--- src/rtl/shift_flag_pkg.sv ---
package shift_flag_pkg;

    typedef enum logic [1:0] {
        SH_LSL = 2'b00,
        SH_ASL = 2'b01,
        SH_LSR = 2'b10,
        SH_ASR = 2'b11
    } shift_op_e;

    function automatic logic op_is_left(input shift_op_e op);
        return (op == SH_LSL) || (op == SH_ASL);
    endfunction

    function automatic logic op_is_arith_right(input shift_op_e op);
        return op == SH_ASR;
    endfunction

endpackage

--- src/rtl/shift_barrel.sv ---
module shift_barrel #(
    parameter int W  = 32,
    parameter int SW = $clog2(W)
) (
    input  logic [W-1:0]  data_i,
    input  logic [SW-1:0] amt_i,
    input  logic          left_i,
    input  logic          fill_i,
    output logic [W-1:0]  data_o
);

    logic [W-1:0] pre_rev;
    logic [W-1:0] stage [SW+1];
    logic [W-1:0] post_rev;

    // reflect the word so that a single right-shifting network serves both directions
    for (genvar b = 0; b < W; b++) begin : g_rev_in
        assign pre_rev[b] = left_i ? data_i[W-1-b] : data_i[b];
    end

    assign stage[0] = pre_rev;

    for (genvar k = 0; k < SW; k++) begin : g_stage
        localparam int STEP = 1 << k;
        logic [W-1:0] shifted;
        assign shifted = {{STEP{fill_i}}, stage[k][W-1:STEP]};
        assign stage[k+1] = amt_i[k] ? shifted : stage[k];
    end

    assign post_rev = stage[SW];

    for (genvar b = 0; b < W; b++) begin : g_rev_out
        assign data_o[b] = left_i ? post_rev[W-1-b] : post_rev[b];
    end

endmodule

--- src/rtl/shift_carry.sv ---
module shift_carry #(
    parameter int W  = 32,
    parameter int SW = $clog2(W)
) (
    input  logic [W-1:0]  data_i,
    input  logic [SW-1:0] amt_i,
    input  logic          left_i,
    input  logic          carry_i,
    output logic          carry_o
);

    localparam logic [SW:0] WIDTH_V = (SW+1)'(W);
    localparam logic [SW:0] ONE_V   = (SW+1)'(1);

    logic [SW:0] idx;

    always_comb begin
        if (left_i) begin
            idx = WIDTH_V - {1'b0, amt_i};
        end else begin
            idx = {1'b0, amt_i} - ONE_V;
        end
        if (amt_i == '0) begin
            carry_o = carry_i;
        end else begin
            carry_o = data_i[idx[SW-1:0]];
        end
    end

endmodule

--- src/rtl/shift_ovf.sv ---
module shift_ovf
    import shift_flag_pkg::*;
#(
    parameter int SW = 5
) (
    input  logic          top_i,
    input  logic          next_i,
    input  shift_op_e     op_i,
    input  logic [SW-1:0] amt_i,
    input  logic          ovf_i,
    output logic          ovf_o,
    output logic          valid_o
);

    always_comb begin
        ovf_o   = ovf_i;
        valid_o = 1'b1;
        if (amt_i == SW'(1)) begin
            unique case (op_i)
                SH_LSL, SH_ASL: ovf_o = top_i ^ next_i;
                SH_LSR:         ovf_o = top_i;
                SH_ASR:         ovf_o = 1'b0;
                default:        ovf_o = ovf_i;
            endcase
        end else if (amt_i != '0) begin
            valid_o = 1'b0;
        end
    end

endmodule

--- src/rtl/shift_flag_unit.sv ---
module shift_flag_unit
    import shift_flag_pkg::*;
#(
    parameter int W        = 32,
    parameter int CNT_IN_W = 8
) (
    input  logic                clk,
    input  logic                rst_n,
    input  logic [W-1:0]        operand_i,
    input  logic [CNT_IN_W-1:0] count_i,
    input  logic [1:0]          op_i,
    input  logic                carry_i,
    input  logic                ovf_i,
    output logic [W-1:0]        result_o,
    output logic                carry_o,
    output logic                ovf_o,
    output logic                ovf_valid_o
);

    localparam int SW = $clog2(W);
    localparam logic [CNT_IN_W-1:0] AMT_MASK = CNT_IN_W'(W - 1);

    typedef struct packed {
        logic [W-1:0] res;
        logic         cf;
        logic         of;
        logic         of_vld;
    } shift_out_t;

    shift_out_t out_d, out_q;

    shift_op_e     op;
    logic [SW-1:0] amt;
    logic          left;
    logic          fill;
    logic [W-1:0]  shifted;
    logic          cf_new;
    logic          of_new;
    logic          of_vld_new;

    assign op   = shift_op_e'(op_i);
    assign amt  = SW'(count_i & AMT_MASK);
    assign left = op_is_left(op);
    assign fill = op_is_arith_right(op) & operand_i[W-1];

    shift_barrel #(.W(W), .SW(SW)) u_barrel (
        .data_i (operand_i),
        .amt_i  (amt),
        .left_i (left),
        .fill_i (fill),
        .data_o (shifted)
    );

    shift_carry #(.W(W), .SW(SW)) u_carry (
        .data_i  (operand_i),
        .amt_i   (amt),
        .left_i  (left),
        .carry_i (carry_i),
        .carry_o (cf_new)
    );

    shift_ovf #(.SW(SW)) u_ovf (
        .top_i   (operand_i[W-1]),
        .next_i  (operand_i[W-2]),
        .op_i    (op),
        .amt_i   (amt),
        .ovf_i   (ovf_i),
        .ovf_o   (of_new),
        .valid_o (of_vld_new)
    );

    always_comb begin
        out_d        = out_q;
        out_d.res    = shifted;
        out_d.cf     = cf_new;
        out_d.of     = of_new;
        out_d.of_vld = of_vld_new;
    end

    always_ff @(posedge clk) begin
        if (!rst_n) begin
            out_q <= '0;
        end else begin
            out_q <= out_d;
        end
    end

    assign result_o    = out_q.res;
    assign carry_o     = out_q.cf;
    assign ovf_o       = out_q.of;
    assign ovf_valid_o = out_q.of_vld;

endmodule

--- config.mk ---
export PLATFORM = sky130hd
export DESIGN_NAME = shift_flag_unit
export DESIGN_NICKNAME = d
export VERILOG_FILES = /design/src/rtl/shift_flag_pkg.sv /design/src/rtl/shift_barrel.sv /design/src/rtl/shift_carry.sv /design/src/rtl/shift_ovf.sv /design/src/rtl/shift_flag_unit.sv
export SDC_FILE = /design/constraint.sdc
export NUM_CORES = 1
export LEC_CHECK = 0
export BUFFER_PORTS_ARGS = -buffer_cell sky130_fd_sc_hd__buf_2
export CORE_UTILIZATION = 50
export DETAILED_ROUTE_END_ITERATION = 10
export MAX_ROUTING_LAYER = met4
export PLACE_DENSITY = 0.71
export SLEW_MARGIN = 20
export SYNTH_ARGS = -nofsm -noshare
export SYNTH_HDL_FRONTEND = slang
export SYNTH_HIERARCHICAL = 1
export SYNTH_SLANG_ARGS = --single-unit
--- constraint.sdc ---
create_clock -name clk -period 2.9 [get_ports clk]
set_clock_uncertainty 0.2 [all_clocks]
set_input_delay 0.145 -clock clk [delete_from_list [all_inputs] [get_ports clk]]
set_output_delay 0.145 -clock clk [all_outputs]
set_load 0.05 [all_outputs]
==> out/qor.txt, run 1 <==
CTS HTree Levels: 2
Avg WL per Cell: 23.5 um
grt total ovfl: 0
Fin. Hold Viols: 0
Yosys reg bits: 35
gr busiest metal: met2
Initial Utilization: 52.0%
CP endpoint kind: register
most frequent cells in the layout: 77 x mux2i_1, 76 x buf_2, 58 x nand2_1
worst min path class: input port to register
pwr/cell area: 346 nW/um2
io pins: 81
Hold Slack: 0.0459 ns
Worst Path Required: 2.88 ns
CP startpoint kind: input port
Resize count post-CTS: 0
Net Count, Synth: 668
Leakage Power: 2.69 nW
initial antenna violation count: 0
sequential area share after synthesis: 13.0%
yosys warns: 6
GR Layer Usage met2: 55.9%
CP Class: input port to register
setup repair bufs after CTS: 0
1st-iter DRT viols: 620
Total Routed Length: 19.8 mm
dominant cell type by area after synthesis: mux2i_1
port buffer count: 77
Area contributors post-synth: mux2i_1 14%, dfxtp_1 13%, mux4_2 13%
fin cells: 845
vias in the first global route: 5457
Hold-fix buffers, CTS: 0
crit path max fanout: 24
vias per cell: 6.79
RSZ-0062 raised after global routing: no
outcome: finished, final reports clean
GP Congestion: 0.973
Final Setup Violations: 0
CTS Root Cell: clkbuf_8
Clock Sinks: 35
commonest non-fill, non-tap cell in the layout: mux2i_1
share of the synthesized area in the top cell type: 14.3%
Routed Antenna Nets: 0
max-cap violations: 0
Core Region: 10400 um2
FFs w/ async S/R, synth: 0%
fin crit period: 2.88 ns
hpwl dp: 15.2 mm
EDFF count, synth: 0
worst path arrival time: 2.86 ns
Die ar.: 11200 um2
P&R area growth vs syn: 15.6%
largest net degree at the start of global routing: 37
CTS tree: done
peak supply drop: 0.254 mV
Achievable Freq: 0.348 GHz
worst rel slew slack: 53.4%
FILL cells: 971
clk buf depth: 2
Final Cycle Share: 99.2%
total track usage: 37.1%
DRC: 0
Die Span Y: 106 um
Site Rows: 37
Mapped Cells: 620
fin nets: 756
global routing met3 resource utilization: 7.48%
Chip Width: 106 um
GR Util met1: 51.6%
Clock transition at path regs: 0.07 ns
Least-Margin Pin Slew: 0.681 ns
Mapped Area: 5390 um2
DRT Pass-1 Iters: 5
count of unique library cells instantiated by Yosys: 75
routed vias: 5736
Max Slew Vio Count: 0
Placed Cells: 837
global-route wire length before repair: 31.1 mm
ys flop type: dfxtp_1
share of post-route cells with drive strength above 1: 36.4%
mean post-synth cell area: 8.70 um2
clock buffers created by TritonCTS: 5
-- cell type report --
cell class / instances / area (um2) / share of cell area (%)
Multi-Input combinational cell: 521 / 4350 / 69.7
Inverter: 9 / 33.8 / 0.542
Antenna cell: 1 / 2.50 / 0.0401
Clock buffer: 6 / 82.6 / 1.32
Timing Repair Buffer: 136 / 893 / 14.3
Tap cell: 136 / 170 / 2.73
Clock inverter: 1 / 5.00 / 0.0803
Sequential cell: 35 / 701 / 11.2
-- kinds of logic (layout without fill, tap and decap cells) --
kind of cell	Yosys count	count (layout)	synth area share (%)
other	0	1	0
AND/OR/NAND/NOR	201	201	19.3
AO/OA/AOI/OAI	164	164	22.5
flip-flops	35	35	13.0
buffers and inverters	64	152	6.52
multiplexers	148	148	36.4
adder cells (fa/ha/maj)	2	2	0.464
XOR/XNOR	6	6	1.79
-- Yosys cell counts (4+ instances only) --
master,number
mux2_1,8
o211ai_1,7
nor3_1,10
a211oi_1,10
a22o_1,5
a21oi_1,31
a221oi_1,10
o31ai_1,4
mux2_2,29
nand2_1,58
buf_2,15
nor2_1,40
dfxtp_1,35
nand3_1,14
a31oi_1,7
o21a_1,4
nor2b_1,9
o22ai_1,17
nor4_1,5
clkbuf_1,26
o221ai_1,12
nand2b_1,11
mux4_2,30
a32oi_1,7
and3_1,4
and2_2,35
inv_1,6
o21ai_0,12
or2_2,5
mux2i_1,77
-- critical path: stages --
cell and delay, ns:
buf_4 0.32, buf_4 0.31, mux2i_1 0.38, o221ai_1 0.27, nand3_1 0.17, o221ai_1 0.34
a211oi_1 0.47, buf_4 0.19, mux2i_1 0.05, and2_2 0.20
-- worst paths after layout --
check,cells after the start,slack (ns),startpoint,end
min,4,0.05,carry_i,carry_o
max,10,0.02,count_i[0],result_o[2]
-- per-layer routing --
| layer | share of wire, % | vias to the layer above |
|---|---|---|
| met2 | 45 | 339 |
| met5 | 0 | - |
| met1 | 42 | 2777 |
| met4 | 2.2 | 0 |
| li1 | - | 2585 |
| met3 | 10 | 35 |
-- per-stage QoR --
step / setup WS [ns] / util (%) / setup TNS, ns / total power, mW / instance area (um2)
after CTS: 0.118 / 60.0 / 0 / 2.14 / 6230
after global placement: -0.198 / 59.2 / -0.539 / 1.77 / 6140
final: 0.0224 / 60.1 / 0 / 2.16 / 6240
after global routing: 0.0256 / 60.1 / 0 / 2.26 / 6230
after detailed placement: -0.159 / 59.2 / -0.662 / 1.78 / 6140
after floorplan: 0.443 / - / 0 / 1.38 / 5390
-- state kept, by name, summed over array words and instances (netlist names) --
name / cells
ovf_valid_o: 1
carry_o: 1
ovf_o: 1
result_o: 32
-- power by group --
| group | switching, mW | total [mW] | internal, mW | leakage (nW) |
|---|---|---|---|---|
| sequential | 0.00920 | 0.532 | 0.523 | 0.289 |
| clock | 0.170 | 0.356 | 0.186 | 0.0471 |
| combinational | 0.767 | 1.27 | 0.501 | 2.36 |
| total | 0.946 | 2.16 | 1.21 | 2.69 |
Note: power is estimated with default switching activity, not from simulation.
==> run 2, diff against run 1 <==
Settings changed: GPL_ROUTABILITY_DRIVEN set to 0, SETUP_SLACK_MARGIN set to 0.1.
==> out/qor.txt, run 2 (synthesis results as in run 1) <==
Core Region: 10400 um2 (unchanged)
Worst Path Required: 2.88 ns (about the same)
routed vias: 5732 (was 5736)
1st-iter DRT viols: 861 (was 620)
worst path arrival time: 2.72 ns (was 2.86 ns)
CP startpoint kind: input port (unchanged)
hold path startpoint: carry_i (unchanged)
Crit-path slowest cell: mux2i_1 (was a211oi_1)
fin area: 6110 um2 (was 6240 um2)
Fin. Hold Viols: 0 (unchanged)
setup repair bufs after CTS: 0 (unchanged)
global-route wire length before repair: 27.9 mm (was 31.1 mm)
largest net degree at the start of global routing: 40 (was 37)
DP Area: 6000 um2 (was 6140 um2)
Final Cycle Share: 94.2% (was 99.2%)
Clock transition at path regs: 0.07 ns (about the same)
Final Setup Violations: 0 (unchanged)
worst min path class: input port to register (unchanged)
grt total ovfl: 0 (unchanged)
hpwl dp: 13.1 mm (was 15.2 mm)
Site Rows: 37 (unchanged)
outcome: finished, final reports clean (unchanged)
crit path max fanout: 27 (was 24)
Chip Width: 106 um (unchanged)
share of post-route cells with drive strength above 1: 35.1% (was 36.4%)
Resize count post-CTS: 0 (unchanged)
Clock Sinks: 35 (unchanged)
CTS HTree Levels: 2 (unchanged)
fin crit period: 2.73 ns (was 2.88 ns)
Least-Margin Pin Slew: 0.693 ns (was 0.681 ns)
most frequent cells in the layout: 77 x mux2i_1, 76 x buf_2, 58 x nand2_1 (unchanged)
hold endpoint: carry_o (unchanged)
fin nets: 743 (was 756)
Routed Antenna Nets: 0 (unchanged)
max reg flops: 32 (unchanged)
Die ar.: 11200 um2 (unchanged)
Avg WL per Cell: 20.9 um (was 23.5 um)
Leakage Power: 2.62 nW (was 2.69 nW)
vias per cell: 6.89 (was 6.79)
initial antenna violation count: 0 (unchanged)
CP Class: input port to register (unchanged)
P&R area growth vs syn: 13.2% (was 15.6%)
max-cap violations: 0 (unchanged)
slowest stage delay, CP: 0.52 ns (was 0.47 ns)
CTS Root Cell: clkbuf_8 (unchanged)
fin cells: 832 (was 845)
CTS tree: done (unchanged)
Hold-fix buffers, CTS: 0 (unchanged)
DRC: 0 (unchanged)
io pins: 81 (unchanged)
Max Slew Vio Count: 0 (unchanged)
Top cell by count, worst path: mux2i_1 (was buf_4)
commonest non-fill, non-tap cell in the layout: mux2i_1 (unchanged)
Hold Path Stages: 4 (unchanged)
post-route setup TNS: 0 ns (unchanged)
pwr/cell area: 348 nW/um2 (was 346 nW/um2)
Initial Utilization: 52.0% (unchanged)
overall power: 2.13 mW (was 2.16 mW)
RSZ-0062 raised after global routing: no (unchanged)
Critical Path, Cell by Cell: buf_6 -> mux2i_1 -> mux4_2 -> mux2_2 -> o221ai_1 -> a211oi_1 -> buf_4 -> mux2i_1 -> and2_2 (was buf_4 -> buf_4 -> mux2i_1 -> o221ai_1 -> nand3_1 -> o221ai_1 -> a211oi_1 -> buf_4 -> mux2i_1 -> and2_2)
Placed Cells: 824 (was 837)
Achievable Freq: 0.366 GHz (was 0.348 GHz)
antenna cells: 0 (was 1)
clk buf depth: 2 (unchanged)
vias in the first global route: 5398 (was 5457)
peak supply drop: 0.219 mV (was 0.254 mV)
port buffer count: 77 (unchanged)
worst rel slew slack: 53.6% (was 53.4%)
total track usage: 32.2% (was 37.1%)
Total Routed Length: 17.4 mm (was 19.8 mm)
DRT Pass-1 Iters: 7 (was 5)
CP endpoint kind: register (unchanged)
clock buffers created by TritonCTS: 5 (unchanged)
Die Span Y: 106 um (unchanged)
-- run 2: worst max-delay path: cells and delay by family --
family	cells	cell delay, ns
multiplexers	4	1.18
AO/OA/AOI/OAI	2	0.71
buffers and inverters	2	0.47
AND/OR/NAND/NOR	1	0.19
-- run 2: area by class of cell --
| cell class | instances | area [um2] |
|---|---|---|
| well taps | 136 | 170 |
| clock buffers | 8 | 100 |
| inverters | 9 | 33.8 |
| repair buffers | 123 | 762 |
| multi-input cells | 521 | 4340 |
| flip-flops and latches | 35 | 701 |
| fillers | 986 | 4260 |
-- run 2: worst max path at each step --
stage | slack, ns | endpoint | start
global route | 0.16 | result_o[12] | op_i[1]
floorplan | 0.44 | result_o[12] | op_i[1]
global placement | -0.09 | result_o[2] | count_i[0]
CTS | 0.24 | result_o[27] | count_i[0]
detailed placement | -0.05 | result_o[27] | count_i[0]
finish | 0.17 | result_o[2] | count_i[0]
-- run 2: where the power goes --
part	internal (mW)	total (mW)	switching, mW	leakage, nW
Sequential	0.523	0.532	0.00906	0.289
Combinational	0.476	1.21	0.730	2.28
Clock	0.217	0.389	0.172	0.0515
-- run 2: layer usage --
metal | track usage, % | share of wire, %
met1 | 41.1 | 38
met2 | 50.6 | 46
met3 | 6.18 | 12
met4 | 12.1 | 3.7
met5 | - | 0
-- run 2: stage by stage --
| stage | util, % | setup slack [ns] | hold slack (ns) |
|---|---|---|---|
| floorplan | - | 0.443 | 0.0812 |
| global placement | 57.9 | -0.0868 | 0.341 |
| detailed placement | 57.9 | -0.0461 | 0.355 |
| CTS | 58.9 | 0.239 | 0.0551 |
| global route | 58.9 | 0.157 | 0.0552 |
| finish | 58.9 | 0.167 | 0.0502 |
==> run 3, diff against run 2 <==
Settings changed: CELL_PAD_IN_SITES_DETAIL_PLACEMENT set to 0, CELL_PAD_IN_SITES_GLOBAL_PLACEMENT set to 1, CORE_UTILIZATION 50 to 45, PLACE_DENSITY 0.71 to unset, PLACE_DENSITY_LB_ADDON set to 0.1.
==> out/qor.txt, run 3 (synthesis results as in run 1) <==
1st-iter DRT viols: 790 (was 861)
Top cell by count, worst path: buf_4 (was mux2i_1)
Hold-fix buffers, CTS: 0 (unchanged)
setup repair bufs after CTS: 0 (unchanged)
Worst Path Required: 2.88 ns (about the same)
Final Setup Violations: 0 (unchanged)
commonest non-fill, non-tap cell in the layout: mux2i_1 (unchanged)
fin cells: 844 (was 832)
post-route setup TNS: 0 ns (unchanged)
Initial Utilization: 46.6% (was 52.0%)
uppermost layer routed: met4 (unchanged)
Core Region: 11600 um2 (was 10400 um2)
vias per cell: 6.69 (was 6.89)
Die Span Y: 111 um (was 106 um)
Die ar.: 12400 um2 (was 11200 um2)
CP endpoint: result_o[1] (was result_o[2])
P&R area growth vs syn: 15.6% (was 13.2%)
max-cap violations: 0 (unchanged)
clk buf depth: 2 (unchanged)
initial antenna violation count: 0 (unchanged)
dpl ws: -0.0129 ns (was -0.0461 ns)
outcome: complete, but fails checks (was finished, final reports clean)
Final Cycle Share: 92.1% (was 94.2%)
CP startpoint kind: input port (unchanged)
fin nets: 748 (was 743)
DR WL met3: 1.94 mm (was 2.05 mm)
Resize count post-CTS: 0 (unchanged)
Total Routed Length: 19.0 mm (was 17.4 mm)
crit path max fanout: 21 (was 27)
most frequent cells in the layout: 77 x mux2i_1, 76 x buf_2, 58 x nand2_1 (unchanged)
Placed Cells: 836 (was 824)
vias in the first global route: 5244 (was 5398)
largest net degree at the start of global routing: 41 (was 40)
DRC: 9 (was 0)
Site Rows: 39 (was 37)
fin crit period: 2.67 ns (was 2.73 ns)
fin area: 6240 um2 (was 6110 um2)
DRT Pass-1 Iters: 8 (was 7)
grt total ovfl: 0 (unchanged)
DP Area: 6060 um2 (was 6000 um2)
Achievable Freq: 0.374 GHz (was 0.366 GHz)
worst min path class: input port to register (unchanged)
CTS tree: done (unchanged)
global-route wire length before repair: 29.9 mm (was 27.9 mm)
CP Class: input port to register (unchanged)
pwr/cell area: 384 nW/um2 (was 348 nW/um2)
Clock transition at path regs: 0.05 ns (was 0.07 ns)
Max Slew Vio Count: 0 (unchanged)
io pins: 81 (unchanged)
routed vias: 5646 (was 5732)
max reg flops: 32 (unchanged)
peak supply drop: 0.270 mV (was 0.219 mV)
CTS HTree Levels: 2 (unchanged)
Clock Sinks: 35 (unchanged)
Fin. Hold Viols: 0 (unchanged)
Leakage Power: 2.68 nW (was 2.62 nW)
total track usage: 31.4% (was 32.2%)
worst rel slew slack: 50.5% (was 53.6%)
Least-Margin Pin Slew: 0.740 ns (was 0.693 ns)
Routed Antenna Nets: 0 (unchanged)
Crit-path slowest cell: mux4_2 (was mux2i_1)
Chip Width: 111 um (was 106 um)
Critical Path, Cell by Cell: buf_4 -> buf_4 -> mux4_2 -> mux2_2 -> nand3_1 -> nand4_1 -> a211oi_1 -> buf_4 -> mux2i_1 -> and2_2 (was buf_6 -> mux2i_1 -> mux4_2 -> mux2_2 -> o221ai_1 -> a211oi_1 -> buf_4 -> mux2i_1 -> and2_2)
slowest stage delay, CP: 0.49 ns (was 0.52 ns)
worst path arrival time: 2.65 ns (was 2.72 ns)
CP endpoint kind: register (unchanged)
post-route setup slack: 0.228 ns (was 0.167 ns)
CTS Root Cell: clkbuf_16 (was clkbuf_8)
Avg WL per Cell: 22.5 um (was 20.9 um)
hpwl dp: 14.1 mm (was 13.1 mm)
violated checks: design-rule violations
antenna cells: 0 (unchanged)
port buffer count: 77 (unchanged)
RSZ-0062 raised after global routing: no (unchanged)
Crit. Startpoint: count_i[0] (unchanged)
share of post-route cells with drive strength above 1: 35.7% (was 35.1%)
metal2 WL: 8.37 mm (was 8.03 mm)
wire length on met1: 8.32 mm (was 6.71 mm)
clock buffers created by TritonCTS: 5 (unchanged)
run 3: worst min path at each step:
stage / start / endpoint / slack (ns) / cells past startpoint
6_report: carry_i / carry_o / 0.04 / 4
5_1_grt: carry_i / carry_o / 0.07 / 4
3_3_place_gp: carry_i / carry_o / 0.32 / 4
2_1_floorplan: rst_n / ovf_o / 0.08 / 1
4_1_cts: carry_i / carry_o / 0.05 / 4
3_5_place_dp: carry_i / carry_o / 0.34 / 4
run 3: per-layer routing:
metal / up-vias / global-route usage, %
met2: 326 / 46.6
met4: 0 / 6.94
li1: 2573 / -
met1: 2715 / 44.3
met5: - / -
met3: 32 / 5.93
run 3: worst max-delay path: cells and delay by family:
family	cells	cell delay, ns
buf+inv	3	0.71
mux	3	0.85
simple gates	3	0.47
compound gates	1	0.47
run 3: layout make-up:
class,count,area (um2)
Clock buffer,6,139
Tap cell,143,179
Multi-Input combinational cell,521,4340
Sequential cell,35,701
Clock inverter,2,35.0
Inverter,9,33.8
Timing Repair Buffer,128,808
Fill cell,1149,5330
run 3: report_power, final:
part	switching (mW)	internal, mW
logic	0.755	0.484
clock network	0.197	0.427
registers	0.00796	0.524
total	0.960	1.43
run 3: per-stage QoR:
step	total power, mW	hold WS (ns)	util (%)
after floorplan	1.38	0.0812	-
after global placement	1.73	0.322	52.4
after detailed placement	1.75	0.340	52.4
after CTS	2.38	0.0454	53.9
after global routing	2.50	0.0663	53.9
final	2.40	0.0380	53.9
